`src/rtl/ecc_cap_pkg.sv`:
```
// Package: shared types for the ECC capture register.
// Assumes: one event kind is recorded per capture; double error outranks single.
package ecc_cap_pkg;
    // Offset from the top of the address field to the enable bit.
    localparam int unsigned IE_GAP = 3;

    // Kind of event granted a capture in the current cycle.
    typedef enum logic [1:0] {
        EVK_NONE = 2'd0,
        EVK_SEC  = 2'd1,
        EVK_DED  = 2'd2
    } ev_kind_e;
endpackage

```
`src/rtl/ecc_event_arb.sv`:
```
// Module: ecc_event_arb
// Decides whether this cycle's error strobe is captured, and as which kind.
// Assumes: the clear requests are applied before the busy test, so a flag
// cleared in this cycle does not block a new event.
module ecc_event_arb
    import ecc_cap_pkg::*;
(
    input  logic     ev_sec,
    input  logic     ev_ded,
    input  logic     corr_q,
    input  logic     ded_q,
    input  logic     clr_corr,
    input  logic     clr_ded,
    output ev_kind_e kind
);
    logic busy_after_clr;

    // Flags as they will stand once this cycle's clears are applied.
    always_comb begin
        busy_after_clr = (corr_q && !clr_corr) || (ded_q && !clr_ded);
    end

    // Grant: double error first, then single error, only when idle.
    always_comb begin
        kind = EVK_NONE;
        if (!busy_after_clr) begin
            if (ev_ded)      kind = EVK_DED;
            else if (ev_sec) kind = EVK_SEC;
        end
    end
endmodule

```
`src/rtl/ecc_flag_ctrl.sv`:
```
// Module: ecc_flag_ctrl
// Holds the sticky correction/detection flags and the interrupt enable.
// Drives the maskable and non-maskable interrupt outputs.
// Assumes: clear requests come from a write with 1 in the flag bit; the
// enable is loaded by every write.
module ecc_flag_ctrl
    import ecc_cap_pkg::*;
(
    input  logic     clk,
    input  logic     rst_n,
    input  ev_kind_e kind,
    input  logic     clr_corr,
    input  logic     clr_ded,
    input  logic     ie_we,
    input  logic     ie_wd,
    output logic     corr_q,
    output logic     ded_q,
    output logic     ie_q,
    output logic     irq_corr,
    output logic     nmi_req
);
    // Correction flag: clear first, then set on a granted single error.
    always_ff @(posedge clk) begin
        if (!rst_n)                corr_q <= 1'b0;
        else if (kind == EVK_SEC)  corr_q <= 1'b1;
        else if (clr_corr)         corr_q <= 1'b0;
    end

    // Detection flag: clear first, then set on a granted double error.
    always_ff @(posedge clk) begin
        if (!rst_n)                ded_q <= 1'b0;
        else if (kind == EVK_DED)  ded_q <= 1'b1;
        else if (clr_ded)          ded_q <= 1'b0;
    end

    // Interrupt enable: loaded from every register write.
    always_ff @(posedge clk) begin
        if (!rst_n)     ie_q <= 1'b0;
        else if (ie_we) ie_q <= ie_wd;
    end

    // Interrupt outputs: the correction one is masked, the detection one is not.
    always_comb begin
        irq_corr = corr_q && ie_q;
        nmi_req  = ded_q;
    end


    corr_clr_chk: assert property (@(posedge clk) disable iff (!rst_n)
        $fell(corr_q) |-> $past(clr_corr));


    ded_clr_chk: assert property (@(posedge clk) disable iff (!rst_n)
        $fell(ded_q) |-> $past(clr_ded));


    one_flag_rise_chk: assert property (@(posedge clk) disable iff (!rst_n)
        $rose(corr_q) |-> !ded_q);
endmodule

```
`src/rtl/ecc_loc_latch.sv`:
```
// Module: ecc_loc_latch
// Stores the location of the captured error: offset, bank and system-area bit.
// Assumes: capture is high only in a cycle where a flag is being set.
module ecc_loc_latch #(
    parameter int unsigned ADDR_W = 21
) (
    input  logic              clk,
    input  logic              rst_n,
    input  logic              capture,
    input  logic [ADDR_W-1:0] in_addr,
    input  logic              in_bank,
    input  logic              in_sys,
    output logic [ADDR_W-1:0] addr_q,
    output logic              bank_q,
    output logic              sys_q
);
    // Location fields: loaded only on a granted capture.
    always_ff @(posedge clk) begin
        if (!rst_n) begin
            addr_q <= '0;
            bank_q <= 1'b0;
            sys_q  <= 1'b0;
        end else if (capture) begin
            addr_q <= in_addr;
            bank_q <= in_bank;
            sys_q  <= in_sys;
        end
    end
endmodule

```
`src/rtl/ecc_capture_reg.sv`:
```
// Module: ecc_capture_reg (top)
// First-error ECC capture register with W1C flags, a maskable correction
// interrupt and a non-maskable detection request.
// Assumes: a single register, so the write port has no address; reads are
// combinational. Field layout is derived from ADDR_W and DATA_W.
module ecc_capture_reg
    import ecc_cap_pkg::*;
#(
    parameter int unsigned ADDR_W = 21,
    parameter int unsigned DATA_W = 32
) (
    input  logic              clk,
    input  logic              rst_n,
    input  logic              ev_sec,
    input  logic              ev_ded,
    input  logic [ADDR_W-1:0] ev_addr,
    input  logic              ev_bank,
    input  logic              ev_sysmem,
    input  logic              wr_en,
    input  logic [DATA_W-1:0] wr_data,
    output logic [DATA_W-1:0] rd_data,
    output logic              irq_corr,
    output logic              nmi_req
);
    localparam int unsigned BANK_BIT = ADDR_W;
    localparam int unsigned SYS_BIT  = ADDR_W + 1;
    localparam int unsigned IE_BIT   = ADDR_W + IE_GAP;
    localparam int unsigned CORR_BIT = DATA_W - 2;
    localparam int unsigned DED_BIT  = DATA_W - 1;

    logic              clr_corr;
    logic              clr_ded;
    logic              corr_q;
    logic              ded_q;
    logic              ie_q;
    logic [ADDR_W-1:0] addr_q;
    logic              bank_q;
    logic              sys_q;
    ev_kind_e          kind;

    // Write decode: W1C requests for the two flags.
    always_comb begin
        clr_corr = wr_en && wr_data[CORR_BIT];
        clr_ded  = wr_en && wr_data[DED_BIT];
    end

    ecc_event_arb u_arb (
        .ev_sec   (ev_sec),
        .ev_ded   (ev_ded),
        .corr_q   (corr_q),
        .ded_q    (ded_q),
        .clr_corr (clr_corr),
        .clr_ded  (clr_ded),
        .kind     (kind)
    );

    ecc_flag_ctrl u_flags (
        .clk      (clk),
        .rst_n    (rst_n),
        .kind     (kind),
        .clr_corr (clr_corr),
        .clr_ded  (clr_ded),
        .ie_we    (wr_en),
        .ie_wd    (wr_data[IE_BIT]),
        .corr_q   (corr_q),
        .ded_q    (ded_q),
        .ie_q     (ie_q),
        .irq_corr (irq_corr),
        .nmi_req  (nmi_req)
    );

    ecc_loc_latch #(.ADDR_W(ADDR_W)) u_loc (
        .clk     (clk),
        .rst_n   (rst_n),
        .capture (kind != EVK_NONE),
        .in_addr (ev_addr),
        .in_bank (ev_bank),
        .in_sys  (ev_sysmem),
        .addr_q  (addr_q),
        .bank_q  (bank_q),
        .sys_q   (sys_q)
    );

    // Read mux: assemble the register image; unused bits stay zero.
    always_comb begin
        rd_data                = '0;
        rd_data[ADDR_W-1:0]    = addr_q;
        rd_data[BANK_BIT]      = bank_q;
        rd_data[SYS_BIT]       = sys_q;
        rd_data[IE_BIT]        = ie_q;
        rd_data[CORR_BIT]      = corr_q;
        rd_data[DED_BIT]       = ded_q;
    end


    sec_origin_chk: assert property (@(posedge clk) disable iff (!rst_n)
        $rose(corr_q) |-> $past(ev_sec && !ev_ded));


    ded_origin_chk: assert property (@(posedge clk) disable iff (!rst_n)
        $rose(ded_q) |-> $past(ev_ded));


    loc_hold_chk: assert property (@(posedge clk) disable iff (!rst_n)
        ((corr_q || ded_q) && !wr_en) |=> $stable(rd_data[SYS_BIT:0]));


    irq_mask_chk: assert property (@(posedge clk) disable iff (!rst_n)
        irq_corr |-> (rd_data[IE_BIT] && rd_data[CORR_BIT]));


    nmi_view_chk: assert property (@(posedge clk) disable iff (!rst_n)
        nmi_req |-> rd_data[DED_BIT]);
endmodule

```
`config.mk`:
```
export PLATFORM = sky130hd
export DESIGN_NAME = ecc_capture_reg
export DESIGN_NICKNAME = d
export VERILOG_FILES = /design/src/rtl/ecc_cap_pkg.sv /design/src/rtl/ecc_event_arb.sv /design/src/rtl/ecc_flag_ctrl.sv /design/src/rtl/ecc_loc_latch.sv /design/src/rtl/ecc_capture_reg.sv
export SDC_FILE = /design/constraint.sdc
export NUM_CORES = 1
export LEC_CHECK = 0
export BUFFER_PORTS_ARGS = -buffer_cell sky130_fd_sc_hd__buf_4
export CORE_MARGIN = 8
export CORE_UTILIZATION = 32
export CTS_CLUSTER_DIAMETER = 60
export DETAILED_ROUTE_END_ITERATION = 16
export GPL_TIMING_DRIVEN = 0
export HOLD_SLACK_MARGIN = 0.15
export MAX_ROUTING_LAYER = met4
export PLACE_DENSITY = 0.68
export SLEW_MARGIN = 20
export SYNTH_ARGS = -nofsm -noshare
export SYNTH_HDL_FRONTEND = slang
export SYNTH_SLANG_ARGS = --single-unit
```
`constraint.sdc`:
```
create_clock -name clk -period 2.1 [get_ports clk]
set_input_delay 0.315 -clock clk [delete_from_list [all_inputs] [get_ports clk]]
set_output_delay 0.315 -clock clk [all_outputs]
set_load 0.01 [all_outputs]
```
# Word level (Yosys, flattened, before mapping)
# Index checks and enable logic that the tools add are counted.
# word_totals
reg_bits	26
output_inout_bits	34
# op_classes
reduce_logical	11
n_eq_ne	2
muxes	7
# op_table
cell	count
2-bit nonzero test	3
1-bit logical AND	5
1-bit 2-to-1 mux	5
2-bit 2-to-1 mux	2
2-bit by 1-bit == test with 1-bit output, second input constant	1
2-bit == test, second input constant	1
1-bit logical NOT	2
1-bit logical OR	1

# Longest topological paths before layout
# logic_depth
word_depth	7
ltp_mapped	4
depth_no_buf	3

# By module
# Synthesis repeated with hierarchy kept, for this count alone.
# unflattened
cells_unflattened	106
area_unflattened_um2	1171.1
# modules_own_cells
mod	cells_each	n_inst	seq_area_each_um2	area_per_inst_um2
ecc_loc_latch	74	1	460.4	893.4
ecc_flag_ctrl	13	1	60.1	137.6
ecc_capture_reg	15	1	0.0	105.1
ecc_event_arb	4	1	0.0	35.0

# Worst setup path before layout
# No wires, ideal clock.
# synth_timing
path_kind	reg-to-reg
startpoint	reg u_flags.corr_q
endpoint	reg u_loc.addr_q[0]
path_slack_ns	0.900
required_ns	2.028
period_less_slack_ns	1.200
t_arrival_ns	1.128
n_path_buf	1
setup_ns	0.072
path_stages_with_launch	5
path_cell_list	dfxtp_1 > a21boi_1 > nor3_4 > buf_6 > mux2i_1
# synth_via
elab_chain_len	4
# synth_rtl
element	line	source
start, declared	ecc_flag_ctrl.sv:16	output logic corr_q,
start signal, assigned	ecc_flag_ctrl.sv:24	if (!rst_n) corr_q <= 1'b0;
start signal, assigned	ecc_flag_ctrl.sv:25	else if (kind == EVK_SEC) corr_q <= 1'b1;
start signal, assigned	ecc_flag_ctrl.sv:26	else if (clr_corr) corr_q <= 1'b0;
1-bit logical AND	ecc_event_arb.sv:20	busy_after_clr = (corr_q && !clr_corr) || (ded_q && !clr_ded);
1-bit logical OR	ecc_event_arb.sv:20	
2-bit 2-to-1 mux	ecc_event_arb.sv:26	if (!busy_after_clr) begin
2-bit nonzero test	ecc_capture_reg.sv:75	.capture (kind != EVK_NONE),
end signal, assigned	ecc_loc_latch.sv:24	addr_q <= in_addr;
end, declared	ecc_loc_latch.sv:13	output logic [ADDR_W-1:0] addr_q,
# No other way between the ends.
# A chain may end at the register's enable or synchronous reset.

# Worst setup path in the final report
# layout_timing
startpoint	reg u_flags.corr_q
endpoint	reg u_loc.addr_q[13]
# Same word-level chain as after synthesis.

==> parameters.txt <==
Parameter                              Value

Clock tree
  Clock transition at the registers of the reported paths    about 140 ps
  Clk root buf    clkbuf_4
  Number of sinks on the clock net    26
  Post-CTS Setup Repair Bufs    0
  Number of buffers inserted for hold repair after clock tree synthesis    0
  Clock tree from TritonCTS    done
  Clock Latency Late Sink    about 320 ps
  CTS Buf Count    3
  Count of H-tree levels built during CTS    1
  Maximum clock path buffer count    2
  Cells resized by post-CTS repair    0

STA
  Final number of setup-violating endpoints    0
  Setup slack after layout    ~750 ps
  Unrepaired setup endpoints after global routing    false
  Worst Clk Skew    0.823 ps
  Setup total negative slack    0 ps
  Max-slew violation count    0
  Max Clock Freq    approximately 740 MHz
  Worst slack on hold paths    between 200 and 250 ps
  Tmin final    ~1300 ps
  Share of the clock period used by the worst path after layout    64.1%
  Hold violation total from the final report    0

Route
  Via count    ~1,000
  Final antenna-violating net count    0
  Post-DR vias/cell    ~4.3
  Remaining design rule violation count    0
  Total wire length    about 3100 um
  Number of iterations in the first detailed-routing pass    2
  Wire length per cell after detailed routing    between 10 and 15 um
  Starting DRT DRC Count    43

Global routing
  Initial antenna violation count    0
  Total global-route track usage    about 11%
  Vias in the first global route    990
  Pin count of the biggest net entering global routing    15
  Total global routing overflow    0
  Wire length of the first global-routing pass    approximately 4700 um

Logic synthesis
  Number of warnings reported in the yosys synthesis log    0
  Distinct cells, synth    16
  Total standard cell area after synthesis    ~1100 um^2
  Share of the yosys chip area belonging to registers    between 40 and 50%
  Cell types with the largest area share after synthesis    dfxtp_1 46%, mux2i_1 21%, nand2_1 15%
  Post-synthesis instance total    125
  Count of state elements after synthesis    26
  Area share of the largest cell type after synthesis    between 40% and 50%
  Mean cell area of the mapped netlist    a little over 9 um^2
  Most area-hungry cell type in the Yosys netlist    dfxtp_1

Floorplan
  Floorplan die area    between 5000 and 6000 um^2
  Die H    approximately 76 um
  Site Rows    21
  Ports    94
  Core area    3390 um^2
  Starting density of the core    around a third
  Horizontal extent of the die    around 76 um

Placed design
  Total half-perimeter wirelength after legalization and detailed placement    2560 um
  Post-placement setup slack    between 600 and 700 ps
  Final RePlAce weighted congestion    0.714
  Number of instances in the placed design    233
  Dpl cell area    around 1600 um^2
  Input/output buffers    57

Power and ir drop
  Part of the total power dissipated in combinational logic    between 20% and 30%
  Largest vdd supply drop    0.000295 V
  NetSw    about 290 uW
  Share of total power in sequential cells    between 50% and 60%
  Power density over cell area    around 650 nW/um^2
  Switching share of total power    26.6%
  Cell-internal power    ~800 uW
  Leakage dissipation    roughly 0.00087 uW
  Power share of the clock group    between 20 and 25%

Worst setup path
  Worst Path Class, Setup    reg2reg
  Top fanout value on the critical path    10
  Worst R2R End    u_loc.addr_q[13]$_SDFFE_PN0P_
  Endpoint arrival time on the critical path    ~1600 ps
  Origin of the critical flop-to-flop path    u_flags.corr_q$_SDFFE_PN0P_
  Worst R2R Path Depth    4
  Setup crit end kind    flip-flop
  Flop2flop setup slack    750 ps
  Critical Path Sink    u_loc.addr_q[13]$_SDFFE_PN0P_
  Worst Path Required    2360 ps
  Crit path launch    u_flags.corr_q$_SDFFE_PN0P_
  Startpoint Class    flip-flop

Outcome
  Run status    complete, no violations

Finish
  Layout overhead on the synthesized area    47.5%
  Summed area of non-filler cells in the final layout    about 1700 um^2
  Number of nets in the finished design    between 200 and 300
  Final cell count without fillers    between 200 and 250
  Fillcell total    344
  Share of cells above drive strength 1    39.8%
  ANT cells    0

Worst hold path
  Hold/Removal Path Class    in2reg

Job
  Number of max-cap violations    0
-- cells by family after synthesis --
family,after synthesis,share of synthesized area (%)
flip-flops,26,45.7
AND/OR/NAND/NOR,52,19.2
other,1,0.329
AO/OA/AOI/OAI,4,2.64
multiplexers,24,21.1
buffers and inverters,18,11.0
-- power groups by stage --
stage,registers (uW),logic (uW),clock network [uW]
after detailed placement,572,286,0
final,560,281,251
after CTS,560,286,267
after global placement,568,279,0
after global routing,565,306,284
after floorplan,586,134,0
-- synth_stat cells --
cell type / n
a21boi_1: 2
and2_1: 1
buf_1: 1
buf_2: 1
buf_4: 11
buf_6: 2
clkbuf_1: 3
conb_1: 1
dfxtp_1: 26
mux2i_1: 24
nand2_1: 46
nor2_1: 1
nor2b_1: 2
nor3_4: 1
nor3b_1: 1
o21a_1: 2
-- final cells by class --
type                    count  area [um^2]  share of cell area [%]
repair buffers             57          428                    25.5
multi-input cells          86          512                    30.5
plain buffers              18          125                    7.45
clock buffers               4         36.3                    2.16
flip-flops and latches     26          520                    31.0
well taps                  46         57.6                    3.43
-- per-layer routing --
layer	share of wire (%)	global-route usage, %	up-vias	routed length (um)
met5	0	-	-	0
met4	0.68	4.48	0	21
met3	8.8	2.37	4	274
met2	50	18.0	36	1550
met1	40	12.2	474	1250
li1	-	-	513	-
-- registers in the layout (all words and copies together), names as in the netlist --
name and flops:
u_loc.addr_q 21, u_flags.corr_q 1, u_flags.ie_q 1, u_flags.ded_q 1, u_loc.bank_q 1, u_loc.sys_q 1
-- critical path, stage by stage (launching register included) --
cell,delay [ps]
dfxtp_1,340
a21boi_1,170
nor3_4,350
buf_6,230
mux2i_1,200
-- worst min-delay path by stage --
stage / startpoint / endpoint / cells past startpoint
after floorplan: u_loc.bank_q$_SDFFE_PN0P_ / u_loc.bank_q$_SDFFE_PN0P_ / 2
after global placement: u_loc.addr_q[3]$_SDFFE_PN0P_ / u_loc.addr_q[3]$_SDFFE_PN0P_ / 2
after detailed placement: u_loc.bank_q$_SDFFE_PN0P_ / u_loc.bank_q$_SDFFE_PN0P_ / 2
after CTS: ev_addr[0] / u_loc.addr_q[0]$_SDFFE_PN0P_ / 3
after global routing: ev_addr[2] / u_loc.addr_q[2]$_SDFFE_PN0P_ / 3
final: ev_addr[0] / u_loc.addr_q[0]$_SDFFE_PN0P_ / 3
-- through the flow --
| stage | utilization [%] | total power, uW |
|---|---|---|
| 2_1_floorplan | - | 719 |
| 3_3_place_gp | 48.5 | 848 |
| 3_5_place_dp | 48.5 | 857 |
| 4_1_cts | 49.5 | 1110 |
| 5_1_grt | 49.5 | 1150 |
| 6_report | 49.5 | 1090 |
-- cell usage in the layout, fill, tap and decap left out, drive strengths merged --
master,Yosys,final
conb,1,6
buf,15,72
nor2,1,1
nor2b,2,2
a21boi,2,2
o21a,2,2
clkbuf,3,7
mux2i,24,24
dfxtp,26,26
and2,1,1
nand2,46,46
nor3,1,1
nor3b,1,1
No activity file was read; power rests on OpenSTA's default activity.
